## config.mk

```make
export PLATFORM = sky130hd
export DESIGN_NAME = rx_stat_analyzer
export DESIGN_NICKNAME = d
export VERILOG_FILES = /design/src/rtl/rx_stat_pkg.sv /design/src/rtl/rx_frame_parse.sv /design/src/rtl/rx_seq_track.sv /design/src/rtl/rx_sat_ctr.sv /design/src/rtl/rx_stat_analyzer.sv
export SDC_FILE = /design/constraint.sdc
export NUM_CORES = 1
export LEC_CHECK = 0
export BUFFER_PORTS_ARGS = -buffer_cell sky130_fd_sc_hd__buf_2
export CORE_AREA = 4 4 229 231
export CTS_CLUSTER_DIAMETER = 60
export DETAILED_ROUTE_END_ITERATION = 10
export DIE_AREA = 0 0 233 235
export GPL_ROUTABILITY_DRIVEN = 0
export PLACE_DENSITY = 0.74
export SLEW_MARGIN = 20
export SYNTH_ARGS = -nofsm -noshare
export SYNTH_HDL_FRONTEND = slang
export SYNTH_HIERARCHICAL = 1
export SYNTH_SLANG_ARGS = --single-unit
```

## constraint.sdc

```tcl
create_clock -name clk -period 13.6 [get_ports clk]
set_clock_uncertainty 0.15 [all_clocks]
set_input_delay 2.04 -clock clk [delete_from_list [all_inputs] [get_ports clk]]
set_output_delay 2.04 -clock clk [all_outputs]
set_load 0.01 [all_outputs]
```

## src/rtl/rx_stat_pkg.sv

```systemverilog
package rx_stat_pkg;
  localparam int NUM_CTR = 5;

  typedef enum logic [2:0] {
    CTR_TOTAL   = 3'd0,
    CTR_DROP    = 3'd1,
    CTR_REPEAT  = 3'd2,
    CTR_OOO     = 3'd3,
    CTR_CORRUPT = 3'd4
  } ctr_sel_e;

  localparam logic [31:0] CRC_INIT    = 32'hFFFF_FFFF;
  localparam logic [31:0] CRC_POLY    = 32'hEDB8_8320;
  localparam logic [31:0] CRC_RESIDUE = 32'hDEBB_20E3;

  // Reflected CRC-32 update, one byte, LSB first.
  function automatic logic [31:0] crc32_byte(input logic [31:0] c, input logic [7:0] d);
    logic [31:0] r;
    r = c;
    for (int i = 0; i < 8; i++) begin
      r = (r[0] ^ d[i]) ? ((r >> 1) ^ CRC_POLY) : (r >> 1);
    end
    return r;
  endfunction
endpackage

```

## src/rtl/rx_frame_parse.sv

```systemverilog
module rx_frame_parse
  import rx_stat_pkg::*;
#(
  parameter int SEQ_W   = 32,
  parameter int SEQ_OFS = 14,
  parameter int MIN_LEN = 64,
  parameter int LEN_W   = 16
) (
  input  logic             clk,
  input  logic             rst,
  input  logic             in_valid,
  input  logic             in_sof,
  input  logic             in_eof,
  input  logic             in_err,
  input  logic [7:0]       in_data,
  output logic             fd_valid,
  output logic             fd_good,
  output logic [SEQ_W-1:0] fd_seq
);
  localparam int SEQ_BYTES = SEQ_W / 8;
  localparam logic [LEN_W-1:0] SEQ_LO  = LEN_W'(SEQ_OFS);
  localparam logic [LEN_W-1:0] SEQ_HI  = LEN_W'(SEQ_OFS + SEQ_BYTES - 1);
  localparam logic [LEN_W-1:0] LAST_OK = LEN_W'(MIN_LEN - 1);

  logic             in_frame;
  logic [31:0]      crc_q;
  logic [LEN_W-1:0] idx_q;
  logic [SEQ_W-1:0] seq_q;
  logic             err_q;

  logic             start, take;
  logic [31:0]      crc_nx;
  logic [LEN_W-1:0] idx_cur, idx_nx;
  logic [SEQ_W-1:0] seq_base, seq_nx;
  logic             err_nx;

  always_comb begin
    start    = in_valid && in_sof;
    take     = in_valid && (in_sof || in_frame);
    crc_nx   = crc32_byte(start ? CRC_INIT : crc_q, in_data);
    idx_cur  = start ? '0 : idx_q;
    idx_nx   = (idx_cur == '1) ? idx_cur : idx_cur + 1'b1;
    seq_base = start ? '0 : seq_q;
    seq_nx   = (idx_cur >= SEQ_LO && idx_cur <= SEQ_HI) ?
               {seq_base[SEQ_W-9:0], in_data} : seq_base;
    err_nx   = (start ? 1'b0 : err_q) | in_err;
  end

  always_ff @(posedge clk) begin
    if (rst) begin
      in_frame <= 1'b0;
      crc_q    <= CRC_INIT;
      idx_q    <= '0;
      seq_q    <= '0;
      err_q    <= 1'b0;
      fd_valid <= 1'b0;
      fd_good  <= 1'b0;
      fd_seq   <= '0;
    end else begin
      fd_valid <= 1'b0;
      if (take) begin
        crc_q <= crc_nx;
        idx_q <= idx_nx;
        seq_q <= seq_nx;
        err_q <= err_nx;
        if (in_eof) begin
          in_frame <= 1'b0;
          fd_valid <= 1'b1;
          fd_good  <= (crc_nx == CRC_RESIDUE) && !err_nx && (idx_cur >= LAST_OK);
          fd_seq   <= seq_nx;
        end else begin
          in_frame <= 1'b1;
        end
      end
    end
  end
endmodule

```

## src/rtl/rx_seq_track.sv

```systemverilog
module rx_seq_track #(
  parameter int SEQ_W = 32
) (
  input  logic             clk,
  input  logic             rst,
  input  logic             clr,
  input  logic             fd_valid,
  input  logic             fd_good,
  input  logic [SEQ_W-1:0] fd_seq,
  output logic             ev_drop,
  output logic [SEQ_W-1:0] drop_amt,
  output logic             ev_repeat,
  output logic             ev_ooo,
  output logic [SEQ_W-1:0] exp_seq
);
  logic init_q;
  logic good_evt, is_match, is_rep, is_ahead;

  always_comb begin
    good_evt  = fd_valid && fd_good;
    is_match  = fd_seq == exp_seq;
    is_rep    = fd_seq == exp_seq - 1'b1;
    is_ahead  = fd_seq > exp_seq;
    drop_amt  = fd_seq - exp_seq;
    ev_repeat = good_evt && init_q && is_rep;
    ev_drop   = good_evt && init_q && !is_rep && is_ahead;
    ev_ooo    = good_evt && init_q && !is_rep && !is_ahead && !is_match;
  end

  always_ff @(posedge clk) begin
    if (rst || clr) begin
      init_q  <= 1'b0;
      exp_seq <= '0;
    end else if (good_evt) begin
      if (!init_q) begin
        init_q  <= 1'b1;
        exp_seq <= fd_seq + 1'b1;
      end else if (!is_rep && (is_match || is_ahead)) begin
        exp_seq <= fd_seq + 1'b1;
      end
    end
  end
endmodule

```

## src/rtl/rx_sat_ctr.sv

```systemverilog
module rx_sat_ctr #(
  parameter int W = 32
) (
  input  logic         clk,
  input  logic         rst,
  input  logic         clr,
  input  logic         inc,
  input  logic [W-1:0] amt,
  output logic [W-1:0] cnt
);
  logic [W:0] sum;
  assign sum = {1'b0, cnt} + {1'b0, amt};

  always_ff @(posedge clk) begin
    if (rst || clr) cnt <= '0;
    else if (inc)   cnt <= sum[W] ? '1 : sum[W-1:0];
  end
endmodule

```

## src/rtl/rx_stat_analyzer.sv

```systemverilog
module rx_stat_analyzer
  import rx_stat_pkg::*;
#(
  parameter int CNT_W   = 32,
  parameter int SEQ_W   = 32,
  parameter int SEQ_OFS = 14,
  parameter int MIN_LEN = 64,
  parameter int LEN_W   = 16,
  parameter int ADDR_W  = 3
) (
  input  logic              clk,
  input  logic              rst,
  input  logic              clr,
  input  logic              in_valid,
  input  logic              in_sof,
  input  logic              in_eof,
  input  logic              in_err,
  input  logic [7:0]        in_data,
  input  logic [ADDR_W-1:0] rd_addr,
  output logic [CNT_W-1:0]  rd_data
);
  logic             fd_valid, fd_good;
  logic [SEQ_W-1:0] fd_seq, drop_amt, exp_seq;
  logic             ev_drop, ev_repeat, ev_ooo;

  logic             inc [NUM_CTR];
  logic [CNT_W-1:0] amt [NUM_CTR];
  logic [CNT_W-1:0] cnt [NUM_CTR];

  rx_frame_parse #(
    .SEQ_W(SEQ_W), .SEQ_OFS(SEQ_OFS), .MIN_LEN(MIN_LEN), .LEN_W(LEN_W)
  ) u_parse (
    .clk(clk), .rst(rst), .in_valid(in_valid), .in_sof(in_sof), .in_eof(in_eof),
    .in_err(in_err), .in_data(in_data),
    .fd_valid(fd_valid), .fd_good(fd_good), .fd_seq(fd_seq)
  );

  rx_seq_track #(.SEQ_W(SEQ_W)) u_track (
    .clk(clk), .rst(rst), .clr(clr),
    .fd_valid(fd_valid), .fd_good(fd_good), .fd_seq(fd_seq),
    .ev_drop(ev_drop), .drop_amt(drop_amt), .ev_repeat(ev_repeat),
    .ev_ooo(ev_ooo), .exp_seq(exp_seq)
  );

  always_comb begin
    inc[CTR_TOTAL]   = fd_valid;
    amt[CTR_TOTAL]   = CNT_W'(1);
    inc[CTR_DROP]    = ev_drop;
    amt[CTR_DROP]    = CNT_W'(drop_amt);
    inc[CTR_REPEAT]  = ev_repeat;
    amt[CTR_REPEAT]  = CNT_W'(1);
    inc[CTR_OOO]     = ev_ooo;
    amt[CTR_OOO]     = CNT_W'(1);
    inc[CTR_CORRUPT] = fd_valid && !fd_good;
    amt[CTR_CORRUPT] = CNT_W'(1);
  end

  for (genvar g = 0; g < NUM_CTR; g++) begin : g_ctr
    rx_sat_ctr #(.W(CNT_W)) u_ctr (
      .clk(clk), .rst(rst), .clr(clr),
      .inc(inc[g]), .amt(amt[g]), .cnt(cnt[g])
    );
  end

  logic [CNT_W-1:0] rd_nx;
  always_comb begin
    rd_nx = '0;
    for (int k = 0; k < NUM_CTR; k++) begin
      if (rd_addr == ADDR_W'(k)) rd_nx = cnt[k];
    end
  end

  always_ff @(posedge clk) begin
    if (rst) rd_data <= '0;
    else     rd_data <= rd_nx;
  end
endmodule

```

==> summary.txt, run 1 <==
Clk sinks: 341
Area leader, netlist: dfxtp_1
Fin crit share: 0.382
Rows: 82
CP Class: reg2reg
Die Span Y: 235 µm
Async S/R FF share, synth: 0
Clock buffer depth: 3
Vias in the first global route: 22700
Dpl cells: 4006
Count leader, synth: a21oi_1
Cell variety after synth: 98
Average cell area after synthesis: 8.10 µm²
# nets final: 3602
Starting Density: 0.540
Sequential share of the synthesized area: 0.252
Num ports: 50
Slew @ Worst Pin: 1.07 ns
Status: completed
DRC viols: 0
Rel. slew slack: 0.287
Average vias per placed instance: 6.12
Largest net degree at the start of global routing: 64
DR pass1 iterations: 5
YS warnings: 6
HPWL Detailed: 55.5 mm
Pleak: 12.0 nW
Final Hold Fails: 0
H-Tree Depth: 2
CTS tree: built
Core area: 50100 µm²
Port Buf Inserts: 49
Final setup TNS: 0 ns
Routed WL per cell: 18.4 µm
Number of flops mapped to enable cells by yosys: 0
Synthesized cell area: 27100 µm²
Pwr Total: 2.67 mW
Total Routed Length: 75.3 mm
Tmin final: 5.20 ns
Max frequency: 192 MHz
Skew-Pair Late Insertion Delay: 0.58 ns
Crit-path max FO: 32
Synth top area cells: dfxtp_1 25%, ha_1 9.2%, a21oi_1 7.0%
Clock-pin slew on the worst setup and hold paths: 0.06 ns
PwrDens: 91.2 nW/µm²
CP endpoint kind: flip-flop
Post-detailed-route count of antenna-violating nets: 0
Post-CTS setup buffer count: 0
Layout cells sized above 1: 0.0890
Die X: 233 µm
Required @ worst endpoint: 13.87 ns
Predominant post-synthesis flop cell: dfxtp_1
HP Class: reg2reg
RSZ-0062 raised after global routing: false
Critical Path AT: 5.46 ns
Vias post-DR: 25000
Post-synth top area share: 0.252
Commonest cells post-synth: 379 x a21oi_1, 341 x dfxtp_1, 332 x o21ai_0, 250 x nand2_1, 243 x nor2_1
Global-route wire length before repair: 120 mm
GRT overflow: 0
Non-filler instance count after layout: 4087
Final setup vio count: 0
Peak supply drop: 0.135 mV
Total GRT Usage: 0.262
Iter 0 DRT Violations: 2249
Register bit total from synthesis: 341
Die Area: 54800 µm²
Clock root buffer: clkbuf_16
Max Slew Vio Count: 0
Total CTS buffers: 43
Final worst hold slack: 0.316 ns
CTS Hold Bufs: 0
Layout Area Growth over Synthesis: 8.34%
Initial antenna violation count: 1
Post-Synthesis Cells: 3342
Post-CTS sizing: 0
Number of max-cap violations: 0
CP startpoint kind: flip-flop
-- layer usage --
| metal | GRT usage | vias to the layer above | wire (µm) |
|---|---|---|---|
| li1 | - | 12200 | - |
| met1 | 0.365 | 11600 | 33800 |
| met2 | 0.408 | 953 | 33400 |
| met3 | 0.0379 | 171 | 5090 |
| met4 | 0.105 | 0 | 3120 |
| met5 | 0 | - | 0 |
-- layout make-up --
cell class / instances / area, µm²
Fill cell: 4648 / 20800
Multi-Input combinational cell: 2850 / 19400
Sequential cell: 341 / 6830
Clock buffer: 55 / 1210
Tap cell: 672 / 841
Timing Repair Buffer: 70 / 405
Clock inverter: 25 / 325
Inverter: 73 / 274
Antenna cell: 1 / 2.50
-- report_power, final --
part           switching (mW)  total [mW]  internal, mW
clock                   0.485        1.22         0.739
combinational           0.247       0.411         0.164
sequential             0.0204        1.04          1.02
-- metrics by stage --
step | util | area, µm² | setup slack (ns)
floorplan | - | 27500 | 8.27
global placement | 0.555 | 27800 | 8.27
detailed placement | 0.555 | 27800 | 8.18
CTS | 0.585 | 29300 | 8.41
global route | 0.585 | 29300 | 7.90
finish | 0.585 | 29300 | 8.40
-- worst max-delay path, stage by stage, from the launching register on --
cell	delay [ns]
dfxtp_1	0.52
inv_1	0.08
ha_1	0.23
fa_1	0.41
nand2b_1	0.18
a211oi_1	0.24
o21ai_0	0.20
a21oi_1	0.42
a31oi_1	0.19
o21ai_0	0.25
nor2_1	0.08
xnor2_1	0.13
ha_1	0.39
and4_1	0.24
a221oi_1	0.33
o21ai_2	0.15
a21oi_4	0.71
a21oi_1	0.15
-- layout by cell type, fill, tap and decap left out, types with 32 or more instances in the layout --
cell,instances
a211o_1,57
a21o_1,87
a21oi_1,378
a22oi_1,34
a311oi_1,33
and3_1,34
buf_2,48
clkbuf_16,44
conb_1,132
dfxtp_1,341
ha_1,199
inv_1,72
mux2_2,32
nand2_1,250
nand3_1,63
nand4_1,60
nor2_1,242
nor3_1,43
o21a_1,33
o21ai_0,332
xnor2_1,216
xor2_1,126
-- cells by family (layout without fill, tap and decap cells) --
family                   after synthesis  after routing  synth area share
flip-flops                           341            341             0.252
other                                  2            133          0.000278
buffers and inverters                281            223            0.0500
multiplexers                          59             59            0.0233
XOR/XNOR                             350            350             0.117
AO/OA/AOI/OAI                       1212           1212             0.295
AND/OR/NAND/NOR                      892            892             0.166
adder cells (fa/ha/maj)              205            205            0.0965
-- sequential cells by signal, indices dropped and copies added (netlist names) --
name	cells
u_parse/seq_q	32
g_ctr.u_ctr/cnt	160
u_parse/idx_q	16
u_parse/fd_valid	1
u_parse/fd_good	1
u_track/exp_seq	32
u_parse/in_frame	1
u_parse/crc_q	32
u_parse/err_q	1
u_parse/fd_seq	32
rd_data	32
u_track/init_q	1
-- worst paths after layout --
| check | start | slack, ns | end | cells after the start |
|---|---|---|---|---|
| min | u_parse/crc_q[25]$_SDFFE_PP1P_ | 0.32 | u_parse/crc_q[25]$_SDFFE_PP1P_ | 1 |
| min reg2reg | u_parse/crc_q[25]$_SDFFE_PP1P_ | 0.32 | u_parse/crc_q[25]$_SDFFE_PP1P_ | 1 |
| max reg2reg | u_parse/fd_seq[0]$_SDFFE_PP0P_ | 8.40 | g_ctr[1].u_ctr/cnt[7]$_SDFFE_PP0P_ | 17 |
| max | u_parse/fd_seq[0]$_SDFFE_PP0P_ | 8.40 | g_ctr[1].u_ctr/cnt[7]$_SDFFE_PP0P_ | 17 |
(Power assumes the default switching activity.)
==> run 2, diff against run 1 <==
- clock period: 13.6 -> 5 ns (I/O delays scaled with it)
==> run 2 against run 1 <==
Against the previous run:
- sequential cell count stayed put
- combinational power rose to 2.7 times the previous value
- largest power group unchanged
- first-iteration DRC count up 1.8%
- global-route usage fell by 0.20 points
- design area up 1.1%
- critical endpoint is now g_ctr[1].u_ctr/cnt[31]$_SDFFE_PP0P_
- fmax is 9.6% higher
==> summary.txt, run 2 (synthesis gave the netlist of run 1 again) <==
Status: completed
Rel. slew slack: 0.287
Crit-path max FO: 6
Number of max-cap violations: 0
DRC viols: 0
CP endpoint kind: flip-flop
Required @ worst endpoint: 5.36 ns
PwrDens: 243 nW/µm²
CTS tree: built
Final Hold Fails: 0
Pleak: 12.2 nW
Clock-pin slew on the worst setup and hold paths: 0.06 ns
Post-detailed-route count of antenna-violating nets: 0
CP Class: reg2reg
Average vias per placed instance: 6.07
GRT overflow: 0
DR pass1 iterations: 6
Starting Density: 0.540
# nets final: 3642
Total GRT Usage: 0.260
Critical Path AT: 5.10 ns
H-Tree Depth: 2
Clock root buffer: clkbuf_16
Final setup TNS: 0 ns
Peak supply drop: 0.286 mV
Clk sinks: 341
Num ports: 50
Iter 0 DRT Violations: 2290
RSZ-0062 raised after global routing: false
Final core area utilization: 0.592
Port Buf Inserts: 49
Placement Cell Area: 28100 µm²
Max Slew Vio Count: 0
Commonest non-fill, non-tap cell in the layout: a21oi_1
Rows: 82
Routed WL per cell: 18.2 µm
Pre-CTS setup slack: 0.0776 ns
Core area: 50100 µm²
Global-route wire length before repair: 119 mm
Max reg flops: 160
Fin crit share: 0.948
CP startpoint kind: flip-flop
Total CTS buffers: 43
Vias post-DR: 25100
Most frequent cells in the layout: 377 x a21oi_1, 341 x dfxtp_1, 330 x o21ai_0, 250 x nand2_1, 242 x nor2_1
Layout Area Growth over Synthesis: 9.53%
Initial antenna violation count: 1
Tmin final: 4.74 ns
Vias in the first global route: 22500
HP Class: reg2reg
Total Routed Length: 74.9 mm
Final setup vio count: 0
Layout cells sized above 1: 0.0990
Clock buffer depth: 3
Slew @ Worst Pin: 1.07 ns
Die Span Y: 235 µm
Die Area: 54800 µm²
Max frequency: 211 MHz
Setup ws final: 0.260 ns
Biggest register: g_ctr.u_ctr/cnt
Die X: 233 µm
Largest net degree at the start of global routing: 61
HPWL Detailed: 55.5 mm
Final Cell Area: 29600 µm²
CTS Hold Bufs: 0
Pwr Total: 7.21 mW
Ant diodes: 0
Skew-Pair Late Insertion Delay: 0.59 ns
[run 2: changes by cell type in the layout (fill, tap and decap cells not counted), moves of 3 or more]
cell	delta
buf_12	+4
buf_4	+35
clkbuf_1	+3
inv_6	-3
[run 2: worst max-delay path: stages, from the launching register on]
cell and delay, ns:
dfxtp_1 0.41, inv_1 0.10, ha_1 0.37, nand4_1 0.24, nor4_1 0.10, a211oi_1 0.35, nand3_1 0.14, and2_1 0.19
o21a_1 0.17, nor2_1 0.11, xnor2_1 0.08, ha_1 0.41, and4_4 0.28, and2_2 0.17, nand4_1 0.16, or4_1 0.44
o221ai_1 0.32, o21ai_0 0.17, xor2_1 0.16, a21oi_1 0.14
[run 2: worst paths after layout]
check / startpoint / end / slack [ns] / depth (start not counted)
setup reg to reg: u_track/exp_seq[15]$_SDFFE_PP0P_ / g_ctr[1].u_ctr/cnt[31]$_SDFFE_PP0P_ / 0.26 / 19
hold / removal: u_parse/crc_q[13]$_SDFFE_PP1P_ / u_parse/crc_q[13]$_SDFFE_PP1P_ / 0.31 / 1
hold reg to reg: u_parse/crc_q[13]$_SDFFE_PP1P_ / u_parse/crc_q[13]$_SDFFE_PP1P_ / 0.31 / 1
setup / recovery: u_track/exp_seq[15]$_SDFFE_PP0P_ / g_ctr[1].u_ctr/cnt[31]$_SDFFE_PP0P_ / 0.26 / 19
[run 2: report_power, final]
group | switching (mW) | internal [mW] | total, mW | leakage, nW
Combinational | 0.675 | 0.453 | 1.13 | 8.69
Clock | 1.32 | 1.95 | 3.27 | 0.724
Sequential | 0.0511 | 2.77 | 2.82 | 2.76
[run 2: final cells by class]
type | count | area, µm²
Sequential cell | 341 | 6830
Clock buffer | 55 | 1170
Fill cell | 4590 | 20400
Inverter | 73 | 274
Tap cell | 672 | 841
Timing Repair Buffer | 109 | 748
Multi-Input combinational cell | 2851 | 19400
Clock inverter | 25 | 327
[run 2: timing repair]
item | 4_1_cts | 5_1_grt
buffers inserted | 0 | 3
resized for setup | 0 | 4
endpoints found under the setup margin | 0 | 32
[run 2: stage by stage]
stage / hold slack (ns) / instances
6_report: 0.310 / 4126
5_1_grt: 0.326 / 4126
4_1_cts: 0.297 / 4122
3_5_place_dp: 0.300 / 4042
3_3_place_gp: 0.297 / 4042
2_1_floorplan: 0.286 / 3472
[run 2: per-layer routing]
layer | track usage | wire (µm)
met5 | 0 | 13
met4 | 0.0878 | 2530
met1 | 0.361 | 33800
met3 | 0.0338 | 4820
met2 | 0.416 | 33800
